### src/rtl/talloc_pkg.sv
package talloc_pkg;

  localparam int NTHR = 2;

  typedef enum logic [1:0] {
    UOP_PLAIN = 2'b00,
    UOP_LOAD  = 2'b01,
    UOP_STORE = 2'b10,
    UOP_ALT   = 2'b11
  } uop_kind_e;

  function automatic logic needs_ld(input logic [1:0] k);
    return k == UOP_LOAD;
  endfunction

  function automatic logic needs_st(input logic [1:0] k);
    return k == UOP_STORE;
  endfunction

endpackage

### src/rtl/quota_slot_ctr.sv
module quota_slot_ctr #(
  parameter int CAP = 12,
  localparam int CW = $clog2(CAP + 1),
  localparam int IW = (CAP > 1) ? $clog2(CAP) : 1
) (
  input  logic          clk,
  input  logic          rst,
  input  logic          take,
  input  logic          give,
  output logic          full,
  output logic [IW-1:0] tail
);

  logic [CW-1:0] count;
  logic          take_ok;
  logic          give_ok;

  assign full    = (count == CW'(CAP));
  assign take_ok = take && !full;
  assign give_ok = give && (count != '0);

  always_ff @(posedge clk) begin
    if (rst) begin
      count <= '0;
      tail  <= '0;
    end else begin
      case ({take_ok, give_ok})
        2'b10:   count <= count + 1'b1;
        2'b01:   count <= count - 1'b1;
        default: count <= count;
      endcase
      if (take_ok) begin
        if (tail == IW'(CAP - 1)) tail <= '0;
        else                      tail <= tail + 1'b1;
      end
    end
  end


  no_overflow_chk: assert property (@(posedge clk) disable iff (rst)
    count <= CW'(CAP));


  no_underflow_chk: assert property (@(posedge clk) disable iff (rst)
    (count == '0 && !take) |=> (count == '0));


  take_at_cap_chk: assert property (@(posedge clk) disable iff (rst)
    take |-> !full);

endmodule

### src/rtl/thread_picker.sv
module thread_picker (
  input  logic       clk,
  input  logic       rst,
  input  logic [1:0] elig,
  output logic       gnt_valid,
  output logic       gnt_tid
);

  logic ptr;

  always_comb begin
    gnt_valid = |elig;
    if (&elig) gnt_tid = ptr;
    else       gnt_tid = elig[1];
  end

  always_ff @(posedge clk) begin
    if (rst)            ptr <= 1'b0;
    else if (gnt_valid) ptr <= ~gnt_tid;
  end


  alternate_chk: assert property (@(posedge clk) disable iff (rst)
    (gnt_valid ##1 (&elig)) |-> (gnt_tid != $past(gnt_tid)));


  single_served_chk: assert property (@(posedge clk) disable iff (rst)
    $onehot(elig) |-> (gnt_valid && elig[gnt_tid]));

endmodule

### src/rtl/dual_thread_allocator.sv
module dual_thread_allocator #(
  parameter int ROB_CAP = 63,
  parameter int LD_CAP  = 24,
  parameter int ST_CAP  = 12
) (
  input  logic                       clk,
  input  logic                       rst,
  input  logic [1:0]                 uop_valid,
  input  logic [1:0][1:0]            uop_kind,
  output logic [1:0]                 accept,
  input  logic [1:0]                 rob_free,
  input  logic [1:0]                 ld_free,
  input  logic [1:0]                 st_free,
  output logic                       alloc_valid,
  output logic                       alloc_tid,
  output logic [1:0]                 alloc_kind,
  output logic [$clog2(ROB_CAP)-1:0] rob_idx,
  output logic [$clog2(LD_CAP)-1:0]  ld_idx,
  output logic [$clog2(ST_CAP)-1:0]  st_idx,
  output logic [1:0]                 stall
);
  import talloc_pkg::*;

  localparam int ROB_IW = $clog2(ROB_CAP);
  localparam int LD_IW  = $clog2(LD_CAP);
  localparam int ST_IW  = $clog2(ST_CAP);

  logic [NTHR-1:0] rob_full, ld_full, st_full;
  logic [NTHR-1:0] blocked, elig;
  logic [ROB_IW-1:0] rob_tail [NTHR];
  logic [LD_IW-1:0]  ld_tail  [NTHR];
  logic [ST_IW-1:0]  st_tail  [NTHR];
  logic gnt_valid, gnt_tid;

  for (genvar t = 0; t < NTHR; t++) begin : g_thr
    logic wants_ld, wants_st;

    assign wants_ld   = needs_ld(uop_kind[t]);
    assign wants_st   = needs_st(uop_kind[t]);
    assign blocked[t] = rob_full[t] || (wants_ld && ld_full[t]) ||
                        (wants_st && st_full[t]);
    assign elig[t]    = uop_valid[t] && !blocked[t];
    assign accept[t]  = gnt_valid && (gnt_tid == 1'(t));

    quota_slot_ctr #(.CAP(ROB_CAP)) u_rob (
      .clk(clk), .rst(rst), .take(accept[t]), .give(rob_free[t]),
      .full(rob_full[t]), .tail(rob_tail[t]));

    quota_slot_ctr #(.CAP(LD_CAP)) u_ld (
      .clk(clk), .rst(rst), .take(accept[t] && wants_ld), .give(ld_free[t]),
      .full(ld_full[t]), .tail(ld_tail[t]));

    quota_slot_ctr #(.CAP(ST_CAP)) u_st (
      .clk(clk), .rst(rst), .take(accept[t] && wants_st), .give(st_free[t]),
      .full(st_full[t]), .tail(st_tail[t]));
  end

  thread_picker u_pick (
    .clk(clk), .rst(rst), .elig(elig),
    .gnt_valid(gnt_valid), .gnt_tid(gnt_tid));

  always_ff @(posedge clk) begin
    if (rst) begin
      alloc_valid <= 1'b0;
      alloc_tid   <= 1'b0;
      alloc_kind  <= 2'b00;
      rob_idx     <= '0;
      ld_idx      <= '0;
      st_idx      <= '0;
      stall       <= '0;
    end else begin
      alloc_valid <= gnt_valid;
      alloc_tid   <= gnt_tid;
      alloc_kind  <= uop_kind[gnt_tid];
      rob_idx     <= rob_tail[gnt_tid];
      ld_idx      <= ld_tail[gnt_tid];
      st_idx      <= st_tail[gnt_tid];
      stall       <= uop_valid & blocked;
    end
  end


  one_grant_chk: assert property (@(posedge clk) disable iff (rst)
    $onehot0(accept));


  stall_not_alloc_chk: assert property (@(posedge clk) disable iff (rst)
    alloc_valid |-> !stall[alloc_tid]);


  starve_free_chk: assert property (@(posedge clk) disable iff (rst)
    (uop_valid[0] && blocked[0] && elig[1]) |-> accept[1]);


  starve_free_alt_chk: assert property (@(posedge clk) disable iff (rst)
    (uop_valid[1] && blocked[1] && elig[0]) |-> accept[0]);

endmodule

### config.mk
export PLATFORM = sky130hd
export DESIGN_NAME = dual_thread_allocator
export DESIGN_NICKNAME = d
export VERILOG_FILES = /design/src/rtl/talloc_pkg.sv /design/src/rtl/quota_slot_ctr.sv /design/src/rtl/thread_picker.sv /design/src/rtl/dual_thread_allocator.sv
export SDC_FILE = /design/constraint.sdc
export NUM_CORES = 1
export LEC_CHECK = 0
export ABC_CLOCK_PERIOD_IN_PS = 4290
export BUFFER_PORTS_ARGS = -buffer_cell sky130_fd_sc_hd__buf_2
export CAP_MARGIN = 15
export CORE_ASPECT_RATIO = 1.2
export CORE_MARGIN = 2
export CORE_UTILIZATION = 50
export DETAILED_ROUTE_END_ITERATION = 10
export GPL_TIMING_DRIVEN = 1
export PLACE_DENSITY_LB_ADDON = 0.05
export SLEW_MARGIN = 25
export SYNTH_ARGS = -nofsm -noshare
export SYNTH_HDL_FRONTEND = slang
export SYNTH_SLANG_ARGS = --single-unit
### constraint.sdc
create_clock -name clk -period 4.29 [get_ports clk]
set_input_delay 0.858 -clock clk [delete_from_list [all_inputs] [get_ports clk]]
set_output_delay 0.858 -clock clk [all_outputs]
set_load 0.02 [all_outputs]
==> qor.txt, run 1 <==
========================================================================================================
Number of unique standard cell types used by synthesis                                                55
Buffers inserted during post-CTS setup optimization                                                    0
Worst vdd ir                                                                                   0.3080 mV
GPL Wtd Cong                                                                                      0.8747
Category of the most critical setup path                                                       in -> reg
Area after detailed placement                                                                  4962 um^2
Post-placement cell count                                                                            694
Global-route total usage across every layer                                                       0.2240
# setup viols final                                                                                    0
Post-CTS clock slew at the launch and capture registers of the worst setup and hold paths        0.09 ns
Number of cells on the worst reg-to-reg path                                                          12
Total gr overflow                                                                                      0
Largest net degree at the start of global routing                                                     59
Capture point of the worst reg-to-reg path                                                  g_thr[0].u_rob.count[5]
DRC violations left                                                                                    0
Type of origin of the critical path                                                         primary input
Number of port buffers                                                                                36
Post-CTS sizing                                                                                        0
Worst hold path startpoint                                                                  g_thr[0].u_st.count[3]
Worst-case clock skew                                                                        0.009331 ns
GRT met2 Usage                                                                                    0.3942
Total CTS buffers                                                                                      9
Min-Delay Endpoint                                                                          g_thr[0].u_st.count[3]
Maximum fanout along the worst path                                                                   13
Cell at the root of the clock tree                                                              clkbuf_8
Largest cells by area after synthesis                                                       dfxtp_1 35%, ha_1 8.5%, a21oi_1 6.8%
Number of nets still failing antenna checks after routing                                              0
Area fraction of the dominant cell type after synthesis                                           0.3499
Max Cap Viol                                                                                           0
Number of buffers inserted by hold repair at cts                                                       0
Via density per instance                                                                           5.786
Part of the total power dissipated in the clock network                                            0.267
Sum of net half-perimeters after detailed placement                                              7838 um
Mapped cell area                                                                               4692 um^2
Part of the cycle the worst path needs                                                            0.8404
Leakage Power                                                                                0.002113 uW
Final Max Slew Viols                                                                                   0
Actual transition at the worst max-transition pin                                              0.8508 ns
Portion of total power attributed to sequential cells                                              0.375
First-pass GRT wire length                                                                      18080 um
Min cycle time layout                                                                           3.605 ns
Worst endpoint data arrival time                                                                 3.85 ns
Average routed wire per standard cell                                                           15.49 um
Count of TritonRoute iterations in the first routing pass                                              5
Warning count from the yosys run                                                                       0
Pwr per Cell Area                                                                           491.3 nW/um^2
RSZ-0062 raised after global routing                                                               false
Buffer depth of the longest clock path                                                                 2
Total internal power                                                                             1658 uW
Post-synth top cells                                                                        82 x dfxtp_1, 64 x a21oi_1, 58 x nor2_1, 35 x o21ai_0, 33 x nand3_1
Clock insertion delay at the later pin of the skew report                                        0.37 ns
Worst flop-to-flop path startpoint                                                          g_thr[1].u_rob.count[0]
Number of antenna violations at the first check in global routing                                      0
Area growth from synthesis to layout                                                              10.91%
Combinational power share                                                                          0.358
Chip Width                                                                                      92.43 um
Antenna Cells                                                                                          0
Async set-or-reset flop fraction in the synthesized netlist                                            0
Worst max-slew margin expressed relative to the limit                                             0.4328
Most frequently used cell type in the post-synthesis netlist                                     dfxtp_1
Ratio of cells with drive above 1 in the final layout                                             0.1237
Worst R2R Setup Slack                                                                            0.83 ns
FP Rows                                                                                               38
Vert. Die Dim                                                                                   110.1 um
Vias post-DR                                                                                        4108
Via count of the first global-routing pass                                                          3763
Avg Cell Area, Syn                                                                            8.394 um^2
Placeable Area                                                                                 9081 um^2
Type of element capturing the critical path                                                    flip-flop
Worst endpoint required time                                                                     4.54 ns
Total negative slack for setup checks                                                               0 ns
Number of standard cells after synthesis                                                             559
Effective utilization at floorplan                                                                0.5167
Depth of the CTS H-tree                                                                                3
Number of cells in the finished layout apart from fillers                                            710
1st-iter DRT viols                                                                                   207
DRT Wirelength                                                                                  11000 um
Sequential fraction of the synthesis area                                                         0.3499
Most used DFF post-synth                                                                         dfxtp_1
Cells on Worst Hold Path                                                                               2
Min-delay worst type                                                                          reg -> reg
Met3 routing resource usage after global routing                                                 0.03399
Design area                                                                                    5204 um^2
Post-synth top area cell                                                                         dfxtp_1
Met1 capacity usage during global routing                                                         0.2801
Nets@finish                                                                                          637
I/O pins                                                                                              37
Global route hottest layer                                                                          met2
Net count after synthesis                                                                            611
Number of synthesized flops with an enable pin                                                         0
Net switching power figure                                                                      899.0 uW
Total die area                                                                                10180 um^2
Final Hold Viols                                                                                       0
Clk sink count                                                                                        82
Maximum frequency from static timing analysis                                                  277.4 MHz
Yosys reg bits                                                                                        82
Sw Share                                                                                          0.3516
Result of the run                                                                           complete, no violations
TritonCTS clock tree                                                                                done
========================================================================================================
worst max-delay path by stage:
stage	startpoint	endpoint	slack, ns	cells past startpoint
after floorplan	uop_kind[2]	g_thr[0].u_rob.count[5]	0.55	13
after global placement	uop_kind[2]	g_thr[0].u_rob.count[5]	0.39	13
after detailed placement	uop_kind[2]	g_thr[0].u_rob.count[5]	0.32	13
after CTS	uop_kind[2]	g_thr[0].u_rob.count[5]	0.70	13
after global routing	uop_kind[2]	g_thr[0].u_rob.count[5]	0.46	13
final	uop_kind[2]	g_thr[0].u_rob.count[5]	0.68	13
cell families (layout without fill, tap and decap cells):
group | count (synthesis) | in the layout | synth area share
AOI/OAI and AO/OA | 152 | 152 | 0.2035
xor gates and xnor gates | 20 | 20 | 0.03733
adders and majority gates | 38 | 38 | 0.1109
buffers and inverters | 54 | 85 | 0.04640
DFF | 82 | 82 | 0.3499
muxes | 11 | 11 | 0.02400
and+or+nand+nor | 202 | 202 | 0.2280
worst max-delay path, cell delays in order:
cell      delay, ns
buf_2          0.10
nor2b_1        0.20
nand4_1        0.24
and3_1         0.39
nor2_1         0.19
inv_1          0.06
ha_1           0.32
ha_1           0.26
or4b_2         0.62
a311o_1        0.28
o311ai_0       0.11
xnor2_1        0.17
nor2_1         0.06
metrics by stage:
stage	total power, uW	util	setup WS (ns)	hold WS (ns)
after floorplan	1694	-	0.5463	0.4648
after global placement	1860	0.5464	0.3946	0.4881
after detailed placement	1891	0.5464	0.3185	0.4958
after CTS	2571	0.5730	0.6963	0.5083
after global routing	2744	0.5730	0.4641	0.5259
final	2557	0.5730	0.6849	0.4997
state kept, by name (all words and copies together) (netlist names):
register           cells
alloc_valid            1
u_pick.ptr             1
alloc_kind             2
ld_idx                 5
rob_idx                6
g_thr.u_ld.tail       10
g_thr.u_st.tail        8
g_thr.u_ld.count      10
g_thr.u_st.count       8
alloc_tid              1
st_idx                 4
g_thr.u_rob.count     12
g_thr.u_rob.tail      12
stall                  2
layout by cell type (no fill, tap or decap), types with 6 or more instances in the layout:
cell type / n
a21o_1: 8
a21oi_1: 64
a31oi_1: 6
and3_1: 8
buf_2: 36
buf_4: 9
clkbuf_8: 9
dfxtp_1: 82
fa_1: 6
ha_1: 32
inv_1: 23
mux2i_1: 9
nand2_1: 24
nand2b_1: 6
nand3_1: 33
nand4_1: 13
nor2_1: 58
nor2b_1: 9
nor3_1: 11
o21ai_0: 35
o31ai_1: 7
or4_1: 10
xnor2_1: 12
xor2_1: 8
power groups by stage:
stage               combinational (uW)  sequential [uW]  clock (uW)
finish                             915              958         684
global route                      1050              974         721
CTS                                919              959         694
detailed placement                 915              976           0
global placement                   888              972           0
floorplan                          744              950           0
cell type report:
class	count	area, um^2
fill	864	3877
sequential	82	1642
clock inverter	7	117.6
multi-input combinational	423	2833
timing repair buffer	45	247.7
tap	120	150.1
clock buffer	9	123.9
inverter	24	90.09
routing by layer:
layer / up-vias / routed length, um / share of wire
met2: 90 / 5417 / 0.49
li1: 2085 / - / -
met1: 1922 / 4947 / 0.45
met3: 11 / 465 / 0.042
met5: - / 0 / 0
met4: 0 / 170 / 0.015
Note: power is estimated with default switching activity, not from simulation.
==> run 2: changes to the inputs <==
--- a/config.mk
+++ b/config.mk
@@ -5,7 +5,7 @@
 export SDC_FILE = /design/constraint.sdc
 export NUM_CORES = 1
 export LEC_CHECK = 0
-export ABC_CLOCK_PERIOD_IN_PS = 4290
+export ABC_CLOCK_PERIOD_IN_PS = 3400
 export BUFFER_PORTS_ARGS = -buffer_cell sky130_fd_sc_hd__buf_2
 export CAP_MARGIN = 15
 export CORE_ASPECT_RATIO = 1.2
==> constraint.sdc (replaced) <==
create_clock -name clk -period 3.4 [get_ports clk]
set_input_delay 0.68 -clock clk [delete_from_list [all_inputs] [get_ports clk]]
set_output_delay 0.68 -clock clk [all_outputs]
set_load 0.02 [all_outputs]
==> run 2 against run 1 <==
  * Via count up 4.0%
  * Routed wire length up 1.8%
  * First-iteration DRC count down 6.8%
  * Largest cell class unchanged
==> qor.txt, run 2 (same netlist as run 1, synthesis figures left out) <==
========================================================================================================
Most frequent cells in the layout                                                           82 x dfxtp_1, 64 x a21oi_1, 56 x nor2_1   was 82 x dfxtp_1, 64 x a21oi_1, 58 x nor2_1
Number of antenna violations at the first check in global routing                                      0   unchanged
Worst path top cell family by delay                                                         simple AND/OR/NAND/NOR gates   unchanged
Number of nets still failing antenna checks after routing                                              0   unchanged
Sw Share                                                                                          0.3523   was 0.3516
Number of port buffers                                                                                36   unchanged
Total die area                                                                                10180 um^2   unchanged
Design area                                                                                    5365 um^2   was 5204 um^2
Worst max-slew margin expressed relative to the limit                                             0.6096   was 0.4328
Cell at the root of the clock tree                                                              clkbuf_8   unchanged
Share of the core filled with cells in the final layout                                           0.5908   was 0.5730
Min-delay worst type                                                                          reg -> reg   unchanged
GPL Wtd Cong                                                                                      0.8777   was 0.8747
Buffer depth of the longest clock path                                                                 2   unchanged
Vert. Die Dim                                                                                   110.1 um   unchanged
Worst-case clock skew                                                                        0.006755 ns   was 0.009331 ns
Largest net degree at the start of global routing                                                     55   was 59
Worst vdd ir                                                                                   0.3557 mV   was 0.3080 mV
Clk sink count                                                                                        82   unchanged
Actual transition at the worst max-transition pin                                              0.5856 ns   was 0.8508 ns
DRC violations left                                                                                    0   unchanged
Final Hold Viols                                                                                       0   unchanged
Leakage Power                                                                                0.002227 uW   was 0.002113 uW
Portion of total power attributed to sequential cells                                              0.379   was 0.375
Cell at the slowest stage of the critical path                                                      fa_1   was or4b_2
Maximum fanout along the worst path                                                                    4   was 13
Cells on Worst Hold Path                                                                               2   unchanged
Number of cells in the finished layout apart from fillers                                            732   was 710
Average routed wire per standard cell                                                           15.31 um   was 15.49 um
Via count of the first global-routing pass                                                          4021   was 3763
Type of element capturing the critical path                                                    flip-flop   unchanged
Net switching power figure                                                                       1121 uW   was 899.0 uW
Part of the total power dissipated in the clock network                                            0.220   was 0.267
Effective utilization at floorplan                                                                0.5167   unchanged
Post-placement cell count                                                                            718   was 694
Crit path depth                                                                                       12   was 13
Placeable Area                                                                                 9081 um^2   unchanged
Result of the run                                                                           complete, no violations   unchanged
Min cycle time layout                                                                           3.183 ns
Crit path largest cell delay                                                                     0.45 ns   was 0.62 ns
DRT Wirelength                                                                                  11200 um   was 11000 um
Depth of the CTS H-tree                                                                                3   unchanged
Part of the cycle the worst path needs                                                            0.9362
Number of cells on the worst reg-to-reg path                                                          12   unchanged
1st-iter DRT viols                                                                                   193   was 207
Post-placement worst setup slack                                                             -0.03662 ns   was 0.3185 ns
Buffers inserted during post-CTS setup optimization                                                    0   unchanged
Min-Delay Endpoint                                                                             ld_idx[4]   was g_thr[0].u_st.count[3]
Ratio of cells with drive above 1 in the final layout                                             0.1667   was 0.1237
Sum of net half-perimeters after detailed placement                                              8060 um   was 7838 um
Max Cap Viol                                                                                           0   unchanged
Vias post-DR                                                                                        4274   was 4108
Worst hold path startpoint                                                                  g_thr[1].u_ld.tail[4]   was g_thr[0].u_st.count[3]
# setup viols final                                                                                    0   unchanged
Clock insertion delay at the later pin of the skew report                                        0.35 ns   was 0.37 ns
CP Cell Sequence                                                                            or3_4 > o32a_1 > and2_1 > nand3_1 > ha_2 > inv_1 > fa_1 > nor2b_2 > o21ai_0 > and3_1 > or4_1 > a21oi_1   was buf_2 > nor2b_1 > nand4_1 > and3_1 > nor2_1 > inv_1 > ha_1 > ha_1 > or4b_2 > a311o_1 > o311ai_0 > xnor2_1 > nor2_1
Worst endpoint required time                                                                     3.69 ns   was 4.54 ns
Worst R2R Setup Slack                                                                            0.22 ns   was 0.83 ns
RSZ-0062 raised after global routing                                                               false   unchanged
First-pass GRT wire length                                                                      18800 um   was 18080 um
Post-CTS clock slew at the launch and capture registers of the worst setup and hold paths        0.08 ns   was 0.09 ns
Total negative slack for setup checks                                                               0 ns   unchanged
Capture point of the worst reg-to-reg path                                                  g_thr[0].u_ld.count[4]   was g_thr[0].u_rob.count[5]
Area after detailed placement                                                                  5165 um^2   was 4962 um^2
Total gr overflow                                                                                      0   unchanged
Critical path buffers and inverters                                                                    1   was 2
Worst setup margin                                                                             0.2168 ns   was 0.6849 ns
Category of the most critical setup path                                                      reg -> reg   was in -> reg
Total CTS buffers                                                                                      9   unchanged
Worst endpoint data arrival time                                                                 3.47 ns   was 3.85 ns
Worst flop-to-flop path startpoint                                                          g_thr[0].u_ld.count[0]   was g_thr[1].u_rob.count[0]
Registers with the most flip-flops                                                          g_thr.u_rob.count (12), g_thr.u_rob.tail (12)   unchanged
Maximum frequency from static timing analysis                                                  314.2 MHz
Combinational power share                                                                          0.401   was 0.358
I/O pins                                                                                              37   unchanged
Final Max Slew Viols                                                                                   0   unchanged
Chip Width                                                                                      92.43 um   unchanged
TritonCTS clock tree                                                                                done   unchanged
Count of TritonRoute iterations in the first routing pass                                              4   was 5
Nets@finish                                                                                          661   was 637
FP Rows                                                                                               38   unchanged
Antenna Cells                                                                                          0   unchanged
Type of origin of the critical path                                                            flip-flop   was primary input
Total internal power                                                                             2061 uW   was 1658 uW
Pwr per Cell Area                                                                           593.1 nW/um^2   was 491.3 nW/um^2
Area growth from synthesis to layout                                                              14.35%   was 10.91%
Most frequent standard cell in the layout excluding fill and tap cells                           dfxtp_1   unchanged
Global-route total usage across every layer                                                       0.2312   was 0.2240
Via density per instance                                                                           5.839   was 5.786
========================================================================================================
run 2: cell count changes in the layout (fill, tap and decap cells not counted), sizes merged:
| cell | delta |
|---|---|
| clkinvlp | -3 |
| clkbuf | +2 |
| bufinv | -2 |
| clkinv | +1 |
| buf | +24 |
run 2: timing repair:
item,in CTS,in global routing
setup endpoints to repair,0,2
hold buffers,0,0
resized for setup,0,3
run 2: power groups by stage:
| stage | Clock (uW) | Combinational (uW) | Sequential, uW |
|---|---|---|---|
| floorplan | 0 | 945 | 1200 |
| global placement | 0 | 1230 | 1230 |
| detailed placement | 0 | 1270 | 1230 |
| CTS | 719 | 1280 | 1210 |
| global route | 753 | 1460 | 1230 |
| finish | 699 | 1280 | 1210 |
run 2: worst max-delay path by stage:
stage	from	to	slack, ns
floorplan	uop_kind[2]	g_thr[0].u_rob.count[5]	-0.04
global placement	uop_kind[3]	g_thr[0].u_rob.count[5]	0.03
detailed placement	uop_kind[1]	g_thr[0].u_ld.count[4]	-0.04
CTS	g_thr[0].u_ld.count[0]	g_thr[0].u_ld.count[4]	0.16
global route	g_thr[0].u_ld.count[0]	g_thr[0].u_ld.count[4]	0.03
finish	g_thr[0].u_ld.count[0]	g_thr[0].u_ld.count[4]	0.22
run 2: area by class of cell:
cell class                 instances  area [um^2]
clock buffer                      11        151.4
clock inverter                     3        40.04
fill                             850         3716
inverter                          24        90.09
multi-input combinational        423         2851
sequential                        82         1642
tap                              120        150.1
timing repair buffer              69        440.4
run 2: worst reg2reg max path, stage by stage, from the launching register on:
cell,delay [ns]
dfxtp_1,0.35
or3_4,0.44
o32a_1,0.36
and2_1,0.15
nand3_1,0.10
ha_2,0.22
inv_1,0.08
fa_1,0.45
nor2b_2,0.13
o21ai_0,0.10
and3_1,0.20
or4_1,0.39
a21oi_1,0.14
run 2: per-stage QoR:
stage	hold slack [ns]	total power, uW
2_1_floorplan	0.4648	2144
3_3_place_gp	0.4872	2460
3_5_place_dp	0.4949	2497
4_1_cts	0.5059	3206
5_1_grt	0.5200	3441
6_report	0.5043	3182
run 2: layer usage:
metal | part of all wire | track usage | wire length, um | vias up
met3 | 0.040 | 0.03195 | 445 | 23
met4 | 0.027 | 0.1055 | 304 | 0
li1 | - | - | - | 2131
met5 | 0 | 0 | 0 | -
met1 | 0.46 | 0.2962 | 5119 | 2011
met2 | 0.48 | 0.3889 | 5335 | 109
